<file path="src/rtl/shf_pkg.sv">
package shf_pkg;
  localparam int unsigned SHF_DATA_W  = 64;
  localparam int unsigned SHF_HALF_W  = 32;
  localparam int unsigned SHF_INSTR_W = 32;
  localparam int unsigned SHF_AMT_W   = 32;

  typedef enum logic {
    AMT_IMM = 1'b0,
    AMT_REG = 1'b1
  } amt_src_e;
endpackage

</file>
<file path="src/rtl/shf_amt_decode.sv">
module shf_amt_decode #(
  parameter int unsigned INSTR_W    = 32,
  parameter int unsigned AMT_W      = 32,
  parameter int unsigned IMM_LO_W   = 4,
  parameter int unsigned IMM_HI_LSB = 5,
  parameter int unsigned IMM_HI_W   = 3,
  parameter int unsigned MAG_W      = AMT_W + 1
) (
  input  logic [INSTR_W-1:0] instr,
  input  logic [AMT_W-1:0]   reg_amt,
  input  shf_pkg::amt_src_e  src_kind,
  output logic               go_left,
  output logic [MAG_W-1:0]   mag
);
  localparam int unsigned IMM_W = IMM_LO_W + IMM_HI_W;

  logic [IMM_W-1:0] imm_raw;
  logic [AMT_W-1:0] imm_ext;
  logic [AMT_W-1:0] amt_sel;
  logic             amt_neg;
  logic [MAG_W-1:0] amt_wide;

  assign imm_raw  = {instr[IMM_HI_LSB +: IMM_HI_W], instr[0 +: IMM_LO_W]};
  assign imm_ext  = {{(AMT_W-IMM_W){imm_raw[IMM_W-1]}}, imm_raw};
  assign amt_sel  = (src_kind == shf_pkg::AMT_REG) ? reg_amt : imm_ext;
  assign amt_neg  = amt_sel[AMT_W-1];
  assign amt_wide = {amt_neg, amt_sel};

  always_comb begin
    if (src_kind == shf_pkg::AMT_REG) go_left = !amt_neg && (amt_sel != '0);
    else                              go_left = !amt_neg;
    mag = go_left ? amt_wide : (~amt_wide + 1'b1);
  end

  // an immediate count never asks for more than 64 positions
  always_comb begin
    if (src_kind == shf_pkg::AMT_IMM)
      p_imm_mag_range_r3: assert (mag <= MAG_W'(64));
  end
endmodule

</file>
<file path="src/rtl/shf_barrel.sv">
module shf_barrel #(
  parameter int unsigned W     = 64,
  parameter int unsigned MAG_W = 33
) (
  input  logic [W-1:0]     operand,
  input  logic             go_left,
  input  logic [MAG_W-1:0] mag,
  output logic [W-1:0]     res
);
  localparam int unsigned SH_W = $clog2(W);

  logic [W-1:0] lft [SH_W+1];
  logic [W-1:0] rgt [SH_W+1];
  logic         sign_b;
  logic         sat;

  assign sign_b = operand[W-1];
  assign sat    = |mag[MAG_W-1:SH_W];
  assign lft[0] = operand;
  assign rgt[0] = operand;

  for (genvar s = 0; s < SH_W; s++) begin : g_stage
    localparam int unsigned STEP = 2 ** s;
    assign lft[s+1] = mag[s] ? {lft[s][W-1-STEP:0], {STEP{1'b0}}} : lft[s];
    assign rgt[s+1] = mag[s] ? {{STEP{sign_b}}, rgt[s][W-1:STEP]} : rgt[s];
  end

  always_comb begin
    if (go_left) res = sat ? '0 : lft[SH_W];
    else         res = sat ? {W{sign_b}} : rgt[SH_W];
  end
endmodule

</file>
<file path="src/rtl/signed_shifter.sv">
module signed_shifter #(
  parameter int unsigned DATA_W  = shf_pkg::SHF_DATA_W,
  parameter int unsigned HALF_W  = shf_pkg::SHF_HALF_W,
  parameter int unsigned INSTR_W = shf_pkg::SHF_INSTR_W,
  parameter int unsigned AMT_W   = shf_pkg::SHF_AMT_W
) (
  input  logic               clk,
  input  logic               rst,
  input  logic               in_valid,
  input  logic [INSTR_W-1:0] instr,
  input  logic [DATA_W-1:0]  src_val,
  input  logic [DATA_W-1:0]  dst_prev,
  input  logic [AMT_W-1:0]   reg_amt,
  input  logic               wide_sel,
  input  logic               amt_from_reg,
  output logic               out_valid,
  output logic [DATA_W-1:0]  out_val
);
  localparam int unsigned MAG_W = AMT_W + 1;

  shf_pkg::amt_src_e src_kind;
  logic              go_left;
  logic [MAG_W-1:0]  mag;
  logic [HALF_W-1:0] res_half;
  logic [DATA_W-1:0] res_full;
  logic [DATA_W-1:0] nxt_val;
  logic              unused_bits;

  assign src_kind    = shf_pkg::amt_src_e'(amt_from_reg);
  assign unused_bits = ^{dst_prev[HALF_W-1:0], instr};

  shf_amt_decode #(.INSTR_W(INSTR_W), .AMT_W(AMT_W), .MAG_W(MAG_W)) u_dec (
    .instr   (instr),
    .reg_amt (reg_amt),
    .src_kind(src_kind),
    .go_left (go_left),
    .mag     (mag)
  );

  shf_barrel #(.W(HALF_W), .MAG_W(MAG_W)) u_half (
    .operand(src_val[HALF_W-1:0]),
    .go_left(go_left),
    .mag    (mag),
    .res    (res_half)
  );

  shf_barrel #(.W(DATA_W), .MAG_W(MAG_W)) u_full (
    .operand(src_val),
    .go_left(go_left),
    .mag    (mag),
    .res    (res_full)
  );

  assign nxt_val = wide_sel ? res_full : {dst_prev[DATA_W-1:HALF_W], res_half};

  always_ff @(posedge clk) begin
    if (rst) begin
      out_valid <= 1'b0;
      out_val   <= '0;
    end else begin
      out_valid <= in_valid;
      if (in_valid) out_val <= nxt_val;
    end
  end

  // reset clears the output stage
  p_reset_clear_r1: assert property (@(posedge clk)
    rst |=> (!out_valid && out_val == '0));

  // one-cycle strobe latency
  p_valid_follow_r1: assert property (@(posedge clk) disable iff (rst)
    in_valid |=> out_valid);
  p_idle_quiet_r1: assert property (@(posedge clk) disable iff (rst)
    !in_valid |=> !out_valid);

  // narrow form keeps the destination's upper half
  p_keep_upper_r7: assert property (@(posedge clk) disable iff (rst)
    (in_valid && !wide_sel) |=> out_val[DATA_W-1:HALF_W] == $past(dst_prev[DATA_W-1:HALF_W]));

  // a zero register count leaves a wide operand unchanged
  p_zero_identity_r4: assert property (@(posedge clk) disable iff (rst)
    (in_valid && wide_sel && amt_from_reg && reg_amt == '0) |=> out_val == $past(src_val));

  // oversized register counts saturate in the wide form
  p_left_flush_r6: assert property (@(posedge clk) disable iff (rst)
    (in_valid && wide_sel && amt_from_reg && $signed(reg_amt) >= 64) |=> out_val == '0);
  p_right_fill_r6: assert property (@(posedge clk) disable iff (rst)
    (in_valid && wide_sel && amt_from_reg && $signed(reg_amt) <= -64)
    |=> out_val == {DATA_W{$past(src_val[DATA_W-1])}});
endmodule

</file>
<file path="config.mk">
export PLATFORM = sky130hd
export DESIGN_NAME = signed_shifter
export DESIGN_NICKNAME = d
export VERILOG_FILES = /design/src/rtl/shf_pkg.sv /design/src/rtl/shf_amt_decode.sv /design/src/rtl/shf_barrel.sv /design/src/rtl/signed_shifter.sv
export SDC_FILE = /design/constraint.sdc
export NUM_CORES = 1
export LEC_CHECK = 0
export BUFFER_PORTS_ARGS = -buffer_cell sky130_fd_sc_hd__clkbuf_2
export CAP_MARGIN = 20
export CORE_MARGIN = 1.5
export CORE_UTILIZATION = 45
export DETAILED_ROUTE_END_ITERATION = 7
export PLACE_DENSITY_LB_ADDON = 0.3
export SYNTH_ARGS = -nofsm -noshare
export SYNTH_HDL_FRONTEND = slang
export SYNTH_HIERARCHICAL = 1
export SYNTH_SLANG_ARGS = --single-unit
</file>
<file path="constraint.sdc">
create_clock -name clk -period 17.5 [get_ports clk]
set_clock_uncertainty 0.05 [all_clocks]
set_input_delay 5.25 -clock clk [delete_from_list [all_inputs] [get_ports clk]]
set_output_delay 5.25 -clock clk [all_outputs]
set_load 0.05 [all_outputs]
</file>
---- Yosys cells after proc, flatten, opt, wreduce, memory -nomap -nowiden ----
Cells that the tools add are included.
operators by class
  add/sub/neg operators ................... 1
  multiplexer cells ....................... 32
  bitwise operators ....................... 1
  reduce and logical (&&, ||, !) cells .... 5
operators with widths
  operator                                       number
  two-way mux 64 bit                             9
  two-way mux 63 bit                             7
  two-way mux 32 bit                             8
  two-way mux 31 bit                             6
  adder 33 x 1 -> 33 bit, second input constant  1
  two-way mux 33 bit                             1
  NOT 33 bit                                     1
  nonzero test 32 bit                            1
  OR reduction 28 bit                            1
  OR reduction 27 bit                            1
  logical AND 1 bit                              1
  logical NOT 1 bit                              1
  two-way mux 1 bit                              1
storage, ports and cells
  register bits after elaboration ......... 65
  input port bits ......................... 197
  word-level logic and storage cells ...... 41

---- Longest topological paths before layout ----
Gate-level depths: netlist of run 1.
  word-level depth ........................ 14
  mapped depth ............................ 28
  gate-level depth less buffers ........... 18

---- Modules after synthesis ----
Netlist of run 1, hierarchy kept.
modules (own cells, without submodules)
  module                times used  cells an instance  area an instance (µm²)
  shf_barrel at u_full  1           1,116              9,112.5
  shf_barrel at u_half  1           455                4,037.6
  signed_shifter        1           286                2,857.7
  shf_amt_decode        1           184                1,177.4

---- Least setup slack after synthesis of run 1 ----
No wires, ideal clock.
  kind .................................... input port to flip-flop
  start ................................... input amt_from_reg
  end ..................................... register out_val[11]
  arrival time ............................ 10.665 ns
  data required time ...................... 17.312 ns
  slack ................................... 6.647 ns
  cell stages on the path ................. 25
  path buffers ............................ 8
  cell sequence ........................... buf_6 -> buf_2 -> buf_1 -> buf_1 -> mux2i_1 -> ha_1 -> o211a_1 -> and2_0 -> clkbuf_1 -> o21ai_0 -> ha_1 -> a21oi_1 -> inv_2 -> nor2_1 -> xnor2_1 -> buf_2 -> buf_2 -> clkbuf_1 -> mux4_2 -> nand2_1 -> o221ai_1 -> mux4_2 -> a211o_1 -> mux2i_1 -> a211oi_1
RTL lines
  element                                                                       line                                        RTL
  start, declared                                                               signed_shifter.sv:15                        input logic amt_from_reg,
  two-way mux 32 bit                                                            shf_amt_decode.sv:25                        assign amt_sel = (src_kind == shf_pkg::AMT_REG) ? reg_amt : imm_ext;
  nonzero test 32 bit / logical NOT 1 bit (equally long branches)               shf_amt_decode.sv:30, shf_amt_decode.sv:31
  logical AND 1 bit                                                             shf_amt_decode.sv:30                        if (src_kind == shf_pkg::AMT_REG) go_left = !amt_neg && (amt_sel != '0);
  two-way mux 1 bit (*)                                                         shf_amt_decode.sv:30
  via go_left                                                                   signed_shifter.sv:22                        logic go_left;
  two-way mux 33 bit (*)                                                        shf_amt_decode.sv:32                        mag = go_left ? amt_wide : (~amt_wide + 1'b1);
  via mag[2]                                                                    signed_shifter.sv:23                        logic [MAG_W-1:0] mag;
  two-way mux 63 bit / two-way mux 64 bit (equally long branches) (4 in a row)  shf_barrel.sv:25, shf_barrel.sv:24
  two-way mux 63 bit / two-way mux 64 bit (equally long branches)               shf_barrel.sv:30, shf_barrel.sv:29
  two-way mux 64 bit (*)                                                        shf_barrel.sv:29                            if (go_left) res = sat ? '0 : lft[SH_W];
  via res_full[11]                                                              signed_shifter.sv:25                        logic [DATA_W-1:0] res_full;
  two-way mux 64 bit (*)                                                        signed_shifter.sv:54                        assign nxt_val = wide_sel ? res_full : {dst_prev[DATA_W-1:HALF_W], res_half};
  end signal, assigned                                                          signed_shifter.sv:62                        if (in_valid) out_val <= nxt_val;
  end, declared                                                                 signed_shifter.sv:17                        output logic [DATA_W-1:0] out_val
Mark *: on every way through the listed nets, which the timed path passes. The rest lies on a longest branch.
A chain may end at the register's enable or synchronous reset.

---- Worst setup path after layout of run 1 ----
  start ................................... input amt_from_reg
  end ..................................... register out_val[51]
RTL lines
  element                                                          line                                        RTL
  two-way mux 32 bit                                               shf_amt_decode.sv:25
  nonzero test 32 bit / logical NOT 1 bit (equally long branches)  shf_amt_decode.sv:30, shf_amt_decode.sv:31
  logical AND 1 bit                                                shf_amt_decode.sv:30
  two-way mux 1 bit (*)                                            shf_amt_decode.sv:30
  via go_left                                                      signed_shifter.sv:22
  two-way mux 33 bit (*)                                           shf_amt_decode.sv:32
  via mag[8]                                                       signed_shifter.sv:23
  OR reduction 27 bit (*)                                          shf_barrel.sv:18                            assign sat = |mag[MAG_W-1:SH_W];
  two-way mux 63 bit / two-way mux 64 bit (equally long branches)  shf_barrel.sv:30, shf_barrel.sv:29
  two-way mux 64 bit (*)                                           shf_barrel.sv:29
  via res_full[51]                                                 signed_shifter.sv:25
  two-way mux 64 bit (*)                                           signed_shifter.sv:54
Marks and branches as above.

==> results of run 1 <==
## worst register-to-register path: cells and delay by family (launching register included)
kind	cells	cell delay (ps)
and+or+nand+nor	1	70
AOI/OAI and AO/OA	1	230
DFF	1	370
## power breakdown
part	internal, mW	switching [mW]	leakage (nW)
registers	0.159	0.00634	0.539
clock network	0.111	0.0675	0.139
logic	0.391	0.749	6.38
total	0.660	0.823	7.06
## flip-flops by register name, summed over array words and instances, names as in the netlist
signal / cells
out_val: 64
out_valid: 1
## cells in the final DEF, fill, tap and decap left out, types with 15 or more instances in the layout
cell      synthesis  final
buf_4             9     37
mux4_1           16     16
nand2b_1         23     23
o21ai_0          92     92
mux2i_1         217    217
dfxtp_1          65     65
nand4_1          17     17
nor2_1          210    210
clkbuf_2          0    202
nand2_1         214    214
mux4_2          181    181
o221ai_1         17     17
o22ai_1          35     35
nor3_1           40     39
a211oi_1         91     91
a31oi_1          38     38
inv_1            22     19
o211ai_1         34     34
and3_1           15     15
mux2_2           67     67
a21oi_1          91     89
nor4_1           25     23
nand3_1          54     54
## metrics by stage
| stage | util (%) | hold WS (ps) | area, um2 | total power, mW | setup WS [ps] |
|---|---|---|---|---|---|
| after global placement | 48.2 | 423 | 18100 | 1.25 | 3650 |
| after detailed placement | 48.2 | 426 | 18100 | 1.25 | 3730 |
| final | 49.0 | 431 | 18500 | 1.48 | 3720 |
| after CTS | 49.0 | 434 | 18400 | 1.44 | 4080 |
| after global routing | 49.0 | 441 | 18500 | 1.53 | 3440 |
| after floorplan | - | 652 | 17200 | 0.908 | 6650 |
## per-layer routing
layer	up-vias	track usage [%]	share of wire (%)
li1	8222	-	-
met1	9433	59.9	42
met2	1370	58.3	42
met3	155	11.0	13
met4	2	11.5	2.9
met5	-	0	0.019
## cell families after synthesis
logic type      count (synthesis)  share of synthesized area [%]
flops                          65                           7.57
simple gates                  669                           17.9
compound gates                569                           22.9
xor+xnor                       19                          0.968
buf+inv                       234                           7.16
fa+ha+maj                       2                          0.146
mux                           483                           43.4
## layout make-up
type	instances	area, um2
clock buffer	10	229
clock inverter	6	67.6
fill	3777	19200
inverter	26	105
multi-input combinational	1742	14700
sequential	65	1300
tap	511	639
timing repair buffer	244	1390
## worst max-delay path by stage
stage | endpoint | slack (ps)
6_report | out_val[51] | 3720
5_1_grt | out_val[45] | 3440
4_1_cts | out_val[51] | 4080
3_5_place_dp | out_val[51] | 3730
3_3_place_gp | out_val[45] | 3650
2_1_floorplan | out_val[11] | 6650
==> metrics.md, run 1 <==
| Metric | Value |
|---|---|
| Synth area leader | `mux4_2` |
| Final Cycle Share | `78.8%` |
| Top delay family on crit path | `compound AO/OA/AOI/OAI gates` |
| Hold Path Class | `flop to flop` |
| Max_slew headroom | `18.4%` |
| Iter 0 DRT Violations | `between 2k and 3k` |
| DRC Markers | `0` |
| Grt ovf | `0` |
| Final hold violation count | `0` |
| Die area | `39400 um2` |
| Peak Freq | `approximately 0.073 GHz` |
| DRT Pass-1 Iters | `6` |
| Synthesized flop and latch total | `65` |
| Vias in the first global route | `17.2k` |
| RSZ-0062 raised after global routing | `false` |
| Area grow syn2layout | `7.49%` |
| Seq/Total Area, Yosys | `roughly 7.6%` |
| Setup TNS | `0 ps` |
| Max stage delay on crit path | `1140 ps` |
| Root buffer cell | `clkbuf_16` |
| Vias per inst | `7.37` |
| Number of synthesized flops with an enable pin | `0` |
| CTS Buffer Depth | `2` |
| Post-CTS setup buffer count | `0` |
| Layout cells sized above 1 | `26.1%` |
| CTS tree | `yes` |
| Worst reg2reg path depth | `2` |
| Slew Viols, Final | `0` |
| Number of synthesis warnings | `6` |
| Clock sink count | `65` |
| Status | `finished clean` |
| # port buffers | `204` |
| Post-DP HPWL | `60900 um` |
| Buf/Inv on CP | `4` |
| Post-layout net count | `2287` |
| Die Height | `between 150 and 200 um` |
| Syn Nets | `2240` |
| ANT cells | `0` |
| Reg-to-reg endpoint | `out_val[8]` |
| Routed WL | `around 83000 um` |
| Hold path startpoint | `out_val[21]` |
| Placed insts | `roughly 2.6k` |
| Worst setup EP type | `flop` |
| Critical Path Stages | `21` |
| Worst skew pair latency | `330 ps` |
| H-Tree Depth | `3` |
| Commonest cells post-synth | `mux2i_1, nand2_1, nor2_1` |
| Final Non-Filler Cells | `about 2.6k` |
| Worst-Margin Slew | `1220 ps` |
| Initial core utilization | `45.6%` |
| Endpoint of the worst hold path | `out_val[21]` |
| Final setup violating endpoints | `0` |
| Hold Path Cell Cnt | `2` |
| Final Critical Period | `13780 ps` |
| Leak | `between 7 and 8 nW` |
| Req. time, crit path | `17690 ps` |
| TritonCTS Buffers | `9` |
| Crit path cell chain | `clkbuf_2 -> buf_4 -> mux2i_1 -> ha_1 -> o211a_1 -> and2_0 -> o21ai_0 -> ha_1 -> a21oi_1 -> inv_2 -> buf_4 -> nor2_1 -> xnor2_1 -> nor4_1 -> and4_1 -> nand3_1 -> a21oi_2 -> o21ai_0 -> o211ai_1 -> mux2i_1 -> a211oi_1` |
| Post-synth top area share | `23.7%` |
| Worst-path clk slew | `60 ps` |
| Startpoint type of the worst setup path | `primary input` |
| Netlist cell types | `90` |
| Mean Syn Cell Area | `8.42 um2` |
| Initial antenna violation count | `3` |
| Most used DFF post-synth | `dfxtp_1` |
| I/O Pins | `262` |
| Async SR Flop Fraction | `0%` |
| Crit Path Max Fanout | `46` |
| Slowest-stage cell, CP | `a21oi_2` |
| # hold bufs at CTS | `0` |
| # rows | `71` |
| Max-cap violations | `0` |
| Critical path launch point | `amt_from_reg` |
| R2R Setup Slk | `16690 ps` |
| Largest net degree at the start of global routing | `136` |
| Vias | `19.2k` |
| Worst EP arrival | `13980 ps` |
| First-pass GRT wire length | `approximately 120000 um` |
| Post-CTS sizing | `0` |
| Core Area | `~38000 um2` |
| Post-DRT Antenna Nets | `0` |
| Die Wd | `198 um` |
| PD cells | `80.3 nW/um2` |
| Peak supply drop | `84.7 uV` |
| Mapped Area | `17200 um2` |
| DR WL/cell | `31.7 um` |
| Syn Inst Count | `2041` |
| Worst r2r src | `out_val[8]` |
| CP Class | `primary input to flop` |
| Routability cong. | `0.991` |
| Ranking of synthesized cells by area | `mux4_2, mux2i_1, dfxtp_1` |
| Top-count cell post-synth | `mux2i_1` |
| GRT Util Overall | `40.8%` |
Note: power is estimated with default switching activity, not from simulation.
==> inputs of run 2 (changes only) <==
--- a/config.mk
+++ b/config.mk
@@ -5,6 +5,7 @@
 export SDC_FILE = /design/constraint.sdc
 export NUM_CORES = 1
 export LEC_CHECK = 0
+export ABC_AREA = 1
 export BUFFER_PORTS_ARGS = -buffer_cell sky130_fd_sc_hd__clkbuf_2
 export CAP_MARGIN = 20
 export CORE_MARGIN = 1.5
==> constraint.sdc (replaced) <==
create_clock -name clk -period 13.5 [get_ports clk]
set_clock_uncertainty 0.05 [all_clocks]
set_input_delay 4.05 -clock clk [delete_from_list [all_inputs] [get_ports clk]]
set_output_delay 4.05 -clock clk [all_outputs]
set_load 0.05 [all_outputs]
==> run 2 against run 1 <==
Net effect:
- combinational power rose by 15%
- largest cell class unchanged
- die area is 3.1% lower
- worst hold slack improved by 21 ps
- highest routed layer is now met4
- final cell count increased by 51%
- synthesized cell count increased by 70%
==> metrics.md, run 2 <==
| Metric | Value |
|---|---|
| Peak Freq | `0.0961 GHz` |
| I/O Pins | `262` |
| Post-DRT Antenna Nets | `0` |
| Final setup violating endpoints | `0` |
| Commonest cells post-synth | `nand2_1, nand3_1, nor2_1` |
| Area grow syn2layout | `5.88%` |
| Post-CTS setup buffer count | `0` |
| Worst-path clk slew | `60 ps` |
| # port buffers | `between 200 and 250` |
| Final Non-Filler Cells | `3933` |
| Worst skew pair latency | `about 340 ps` |
| Largest net degree at the start of global routing | `208` |
| Post-CTS sizing | `0` |
| Slowest-stage cell, CP | `clkinv_2` |
| Post-DP HPWL | `53000 um` |
| Combinational family with the most area after synthesis | `simple AND/OR/NAND/NOR gates` |
| Slew Viols, Final | `0` |
| Worst EP arrival | `10640 ps` |
| TritonCTS Buffers | `9` |
| Max stage delay on crit path | `880 ps` |
| Status | `finished clean` |
| Ranking of synthesized cells by area | `nand3_1, nand2_1, dfxtp_1` |
| Final Critical Period | `between 10000 and 15000 ps` |
| RSZ-0062 raised after global routing | `false` |
| Mean Syn Cell Area | `4.80 um2` |
| Peak supply drop | `64.4 uV` |
| DRT Pass-1 Iters | `7` |
| Crit Path Max Fanout | `207` |
| Number of synthesized flops with an enable pin | `0` |
| Largest regs | `out_val (64), out_valid (1)` |
| Core Area | `36500 um2` |
| Final Cycle Share | `77.1%` |
| Post-layout net count | `3659` |
| Most frequent cells in the layout | `nand2_1, nand3_1, nor2_1, clkbuf_2, inv_1` |
| Async SR Flop Fraction | `0%` |
| ANT cells | `0` |
| Iter 0 DRT Violations | `3822` |
| Hold Path Cell Cnt | `2` |
| H-Tree Depth | `3` |
| Reg-to-reg endpoint | `out_val[22]` |
| Most used DFF post-synth | `dfxtp_1` |
| Worst-Margin Slew | `between 1000 and 1500 ps` |
| Routability cong. | `1.04` |
| Area post-placement | `17200 um2` |
| Die Wd | `between 150 and 200 um` |
| Fillers | `4299` |
| Max_slew headroom | `30.2%` |
| Crit-path most repeated cell | `nand2_1` |
| Number of synthesis warnings | `6` |
| # rows | `70` |
| Die area | `38100 um2` |
| Initial core utilization | `a little under half` |
| CTS Buffer Depth | `2` |
| Most common cell after layout, fill and taps aside | `nand2_1` |
| Setup TNS | `0 ps` |
| Netlist cell types | `between 40 and 50` |
| Req. time, crit path | `13730 ps` |
| Worst reg2reg path depth | `2` |
| Synthesized flop and latch total | `65` |
| Vias per inst | `5.95` |
| DRC Markers | `0` |
| # hold bufs at CTS | `0` |
| Die Height | `195 um` |
| GRT Util Overall | `36.3%` |
| Grt ovf | `0` |
| Post-synth top area share | `slightly above 30%` |
| Max reg flops | `64` |
| Worst r2r src | `out_val[22]` |
| Area share of fa/ha/maj cells after synthesis | `0.150%` |
| Placed insts | `3914` |
| Syn Inst Count | `between 3k and 4k` |
| Hold Path Class | `flop to flop` |
| Cell area after layout | `17600 um2` |
| Hold path startpoint | `out_val[61]` |
| DR WL/cell | `18.0 um` |
| PD cells | `101 nW/um2` |
| CTS tree | `yes` |
| Reg with most FFs | `out_val` |
| Leak | `9.17 nW` |
| Worst setup EP type | `flop` |
| Endpoint of the worst hold path | `out_val[61]` |
| Initial antenna violation count | `1` |
| Mux contribution to synthesized area | `0.180%` |
| Vias in the first global route | `20.3k` |
| Synth area leader | `nand3_1` |
| Clock sink count | `between 60 and 70` |
| Seq/Total Area, Yosys | `about 7.8%` |
| Synth Area in XOR/XNOR | `0.789%` |
| Final hold violation count | `0` |
| Synth Area in Simple Gates | `between 70% and 80%` |
| Startpoint type of the worst setup path | `primary input` |
| Syn Nets | `3667` |
| Top-count cell post-synth | `nand2_1` |
| R2R Setup Slk | `12790 ps` |
| Synth Area in Compound Gates | `under 10%` |
| Routed WL | `about 71000 um` |
| CP Class | `primary input to flop` |
| Mapped Area | `roughly 17000 um2` |
| First-pass GRT wire length | `111000 um` |
| Layout cells sized above 1 | `9.09%` |
| Max-cap violations | `0` |
| Vias | `23.4k` |
| Root buffer cell | `clkbuf_16` |
run 2: changes by cell type after synthesis, moves of 38 or more:
| cell | change |
|---|---|
| a31oi_1 | -38 |
| a21oi_1 | -61 |
| a211oi_1 | -91 |
| mux4_2 | -181 |
| nand2_1 | +1106 |
| mux2i_1 | -214 |
| o21ai_1 | +57 |
| mux2_2 | -67 |
| and2_1 | +58 |
| nand3_1 | +954 |
| nor2_1 | +69 |
| buf_2 | +41 |
| inv_1 | +112 |
run 2: per-layer routing:
metal / up-vias / global-route usage (%) / wire length [um]
met1: 10300 / 48.7 / 29500
li1: 11400 / - / -
met2: 1468 / 55.4 / 29900
met5: - / 0 / 0
met4: 0 / 19.8 / 4080
met3: 211 / 5.82 / 7480
run 2: layout make-up:
class	instances	area, um2	area share, %
clock inverter	7	101	0.575
multi-input combinational	3002	13500	76.8
timing repair buffer	229	1290	7.33
inverter	153	584	3.32
sequential	65	1300	7.39
tap	468	586	3.32
clock buffer	9	225	1.28
run 2: through the flow:
| step | util (%) | hold WS, ps | setup WS [ps] | power (mW) |
|---|---|---|---|---|
| 6_report | 48.2 | 452 | 3090 | 1.78 |
| 5_1_grt | 48.2 | 478 | 2420 | 1.90 |
| 4_1_cts | 48.1 | 455 | 3270 | 1.72 |
| 3_5_place_dp | 47.2 | 439 | 2920 | 1.46 |
| 3_3_place_gp | 47.2 | 429 | 2920 | 1.46 |
| 2_1_floorplan | - | 681 | 5810 | 1.15 |
run 2: worst max path at each step:
| stage | slack [ps] | to | startpoint |
|---|---|---|---|
| after floorplan | 5810 | out_val[15] | amt_from_reg |
| after global placement | 2920 | out_val[9] | amt_from_reg |
| after detailed placement | 2920 | out_val[29] | amt_from_reg |
| after CTS | 3270 | out_val[29] | amt_from_reg |
| after global routing | 2420 | out_val[9] | amt_from_reg |
| final | 3090 | out_val[9] | amt_from_reg |
run 2: cell families after synthesis:
kind of cell | count (synthesis)
AO/OA/AOI/OAI | 234
XOR/XNOR | 15
adder cells (fa/ha/maj) | 2
buffers and inverters | 401
flip-flops | 65
multiplexers | 3
AND/OR/NAND/NOR | 2748
run 2: worst max-delay path, delay by kind of cell:
kind                       cells  cell delay [ps]
and+or+nand+nor               18             2530
buffers and inverters          6             3090
AOI/OAI and AO/OA              4              640
adders and majority gates      1              260
run 2: power breakdown:
group	switching, mW	internal, mW	total (mW)
registers	0.00686	0.205	0.212
logic	0.952	0.355	1.31
clock network	0.0947	0.163	0.258
total	1.05	0.723	1.78
==> inputs of run 3 (changes only) <==
==> constraint.sdc (replaced) <==
create_clock -name clk -period 9.9 [get_ports clk]
set_clock_uncertainty 0.05 [all_clocks]
set_input_delay 2.97 -clock clk [delete_from_list [all_inputs] [get_ports clk]]
set_output_delay 2.97 -clock clk [all_outputs]
set_load 0.05 [all_outputs]
==> run 3 against run 2 <==
Net effect:
- cell area rose by 0.33%
- global-route usage grew 0.22 points
- critical path depth rose by 2
- power rose by 37%
- final cell count grew 0.18%
- worst setup slack worse by 2000 ps
- core utilization up 0.16 points
- register-to-register slack got worse by 3600 ps
- die area did not move
- combinational power is 37% higher
- first-iteration DRC count down 2.2%
==> metrics.md, run 3 (synthesized netlist as in run 2, its figures left out) <==
| Metric | Value |
|---|---|
| Status | `finished clean` |
| Grt ovf | `0` |
| Worst-Margin Slew | `983 ps` |
| Core Area | `~37000 um2` |
| Post-DRT Antenna Nets | `0` |
| Placed insts | `just under 4k` |
| Max reg flops | `64` |
| Final Critical Period | `8840 ps` |
| Worst EP arrival | `9020 ps` |
| Slowest-stage cell, CP | `clkinv_1` |
| Largest net degree at the start of global routing | `207` |
| Crit-path most repeated cell | `nand2_1` |
| Routability cong. | `1.05` |
| Reg with most FFs | `out_val` |
| CTS Buffer Depth | `2` |
| RSZ-0062 raised after global routing | `false` |
| # port buffers | `between 200 and 250` |
| Die Wd | `between 150 and 200 um` |
| # rows | `70` |
| I/O Pins | `262` |
| Post-layout net count | `3666` |
| H-Tree Depth | `3` |
| Max_slew headroom | `between 30 and 40%` |
| Final Cycle Share | `89.3%` |
| Peak Freq | `0.113 GHz` |
| Final hold violation count | `0` |
| DR WL/cell | `18.2 um` |
| Leak | `slightly above 9 nW` |
| Initial antenna violation count | `1` |
| Final Non-Filler Cells | `3940` |
| Vias per inst | `slightly below 6` |
| Startpoint type of the worst setup path | `primary input` |
| Most frequent cells in the layout | `nand2_1, nand3_1, nor2_1, clkbuf_2, inv_1` |
| Routed WL | `71600 um` |
| Worst skew pair latency | `330 ps` |
| Peak supply drop | `~76 uV` |
| # hold bufs at CTS | `0` |
| Buf/Inv on CP | `7` |
| Area grow syn2layout | `6.23%` |
| TritonCTS Buffers | `9` |
| Die area | `between 30000 and 40000 um2` |
| Final core occ | `about half` |
| Worst-path clk slew | `60 ps` |
| Max-cap violations | `0` |
| Iter 0 DRT Violations | `3739` |
| Post-DP HPWL | `53400 um` |
| PD cells | `138 nW/um2` |
| Clock sink count | `65` |
| Crit Path Max Fanout | `50` |
| Slew Viols, Final | `0` |
| Cell area after layout | `between 15000 and 20000 um2` |
| Req. time, crit path | `10080 ps` |
| DRT Pass-1 Iters | `7` |
| DRC Markers | `0` |
| CP Class | `primary input to flop` |
| GRT Util Overall | `36.5%` |
| Vias | `23.4k` |
| Hold Path Class | `flop to flop` |
| Layout cells sized above 1 | `9.25%` |
| Vias in the first global route | `20.2k` |
| Largest regs | `out_val (64), out_valid (1)` |
| Post-CTS setup buffer count | `0` |
| Top delay family on crit path | `simple AND/OR/NAND/NOR gates` |
| Most common cell after layout, fill and taps aside | `nand2_1` |
| ANT cells | `0` |
| Post-CTS sizing | `0` |
| Initial core utilization | `45.6%` |
| Max stage delay on crit path | `between 800 and 900 ps` |
| First-pass GRT wire length | `between 100000 and 150000 um` |
| Final setup violating endpoints | `0` |
| Area post-placement | `17300 um2` |
| Die Height | `approximately 200 um` |
| CTS tree | `yes` |
| Root buffer cell | `clkbuf_16` |
| Smallest hold slack | `451 ps` |
| Setup TNS | `0 ps` |
| Worst setup EP type | `flop` |
run 3: cell count changes in the layout (fill, tap and decap cells not counted):
cell	previous run	this run
clkinv_2	4	5
nor2_2	14	13
buf_16	1	0
buf_4	21	27
inv_6	2	3
buf_12	4	7
clkinvlp_4	2	0
buf_8	1	0
nor2_1	278	279
run 3: layer usage:
layer	wire, um	track usage [%]
met3	7410	5.15
met2	29600	54.4
met1	29800	50.0
met4	4840	21.2
met5	19	0
run 3: path summary, 6_finish.rpt:
check                    start     endpoint  slack [ps]  cells past startpoint
setup / recovery  amt_from_reg  out_val[24]        1060                     31
hold / removal     out_val[34]  out_val[34]         450                      2
setup reg to reg   out_val[19]  out_val[19]        9150                      2
hold reg to reg    out_val[34]  out_val[34]         450                      2
run 3: area by class of cell:
type	count	area, um2
Fill cell	4303	18800
Sequential cell	65	1300
Multi-Input combinational cell	3002	13500
Inverter	153	584
Clock inverter	7	100
Timing Repair Buffer	236	1350
Tap cell	468	586
Clock buffer	9	225
run 3: worst min-delay path, stage by stage, from the launching register on:
cell and delay (ps):
dfxtp_1 330, o21ai_1 60, nor2_1 80
run 3: stage by stage:
stage               setup slack (ps)  power [mW]
detailed placement               913        2.01
CTS                             1250        2.37
finish                          1060        2.44
global placement                 946        2.01
floorplan                       3290        1.57
global route                     635        2.61
run 3: report_power, final:
part / total (mW) / internal, mW / leakage [nW] / switching, mW
combinational: 1.79 / 0.491 / 8.52 / 1.30
clock: 0.351 / 0.223 / 0.161 / 0.128
sequential: 0.289 / 0.280 / 0.538 / 0.00913
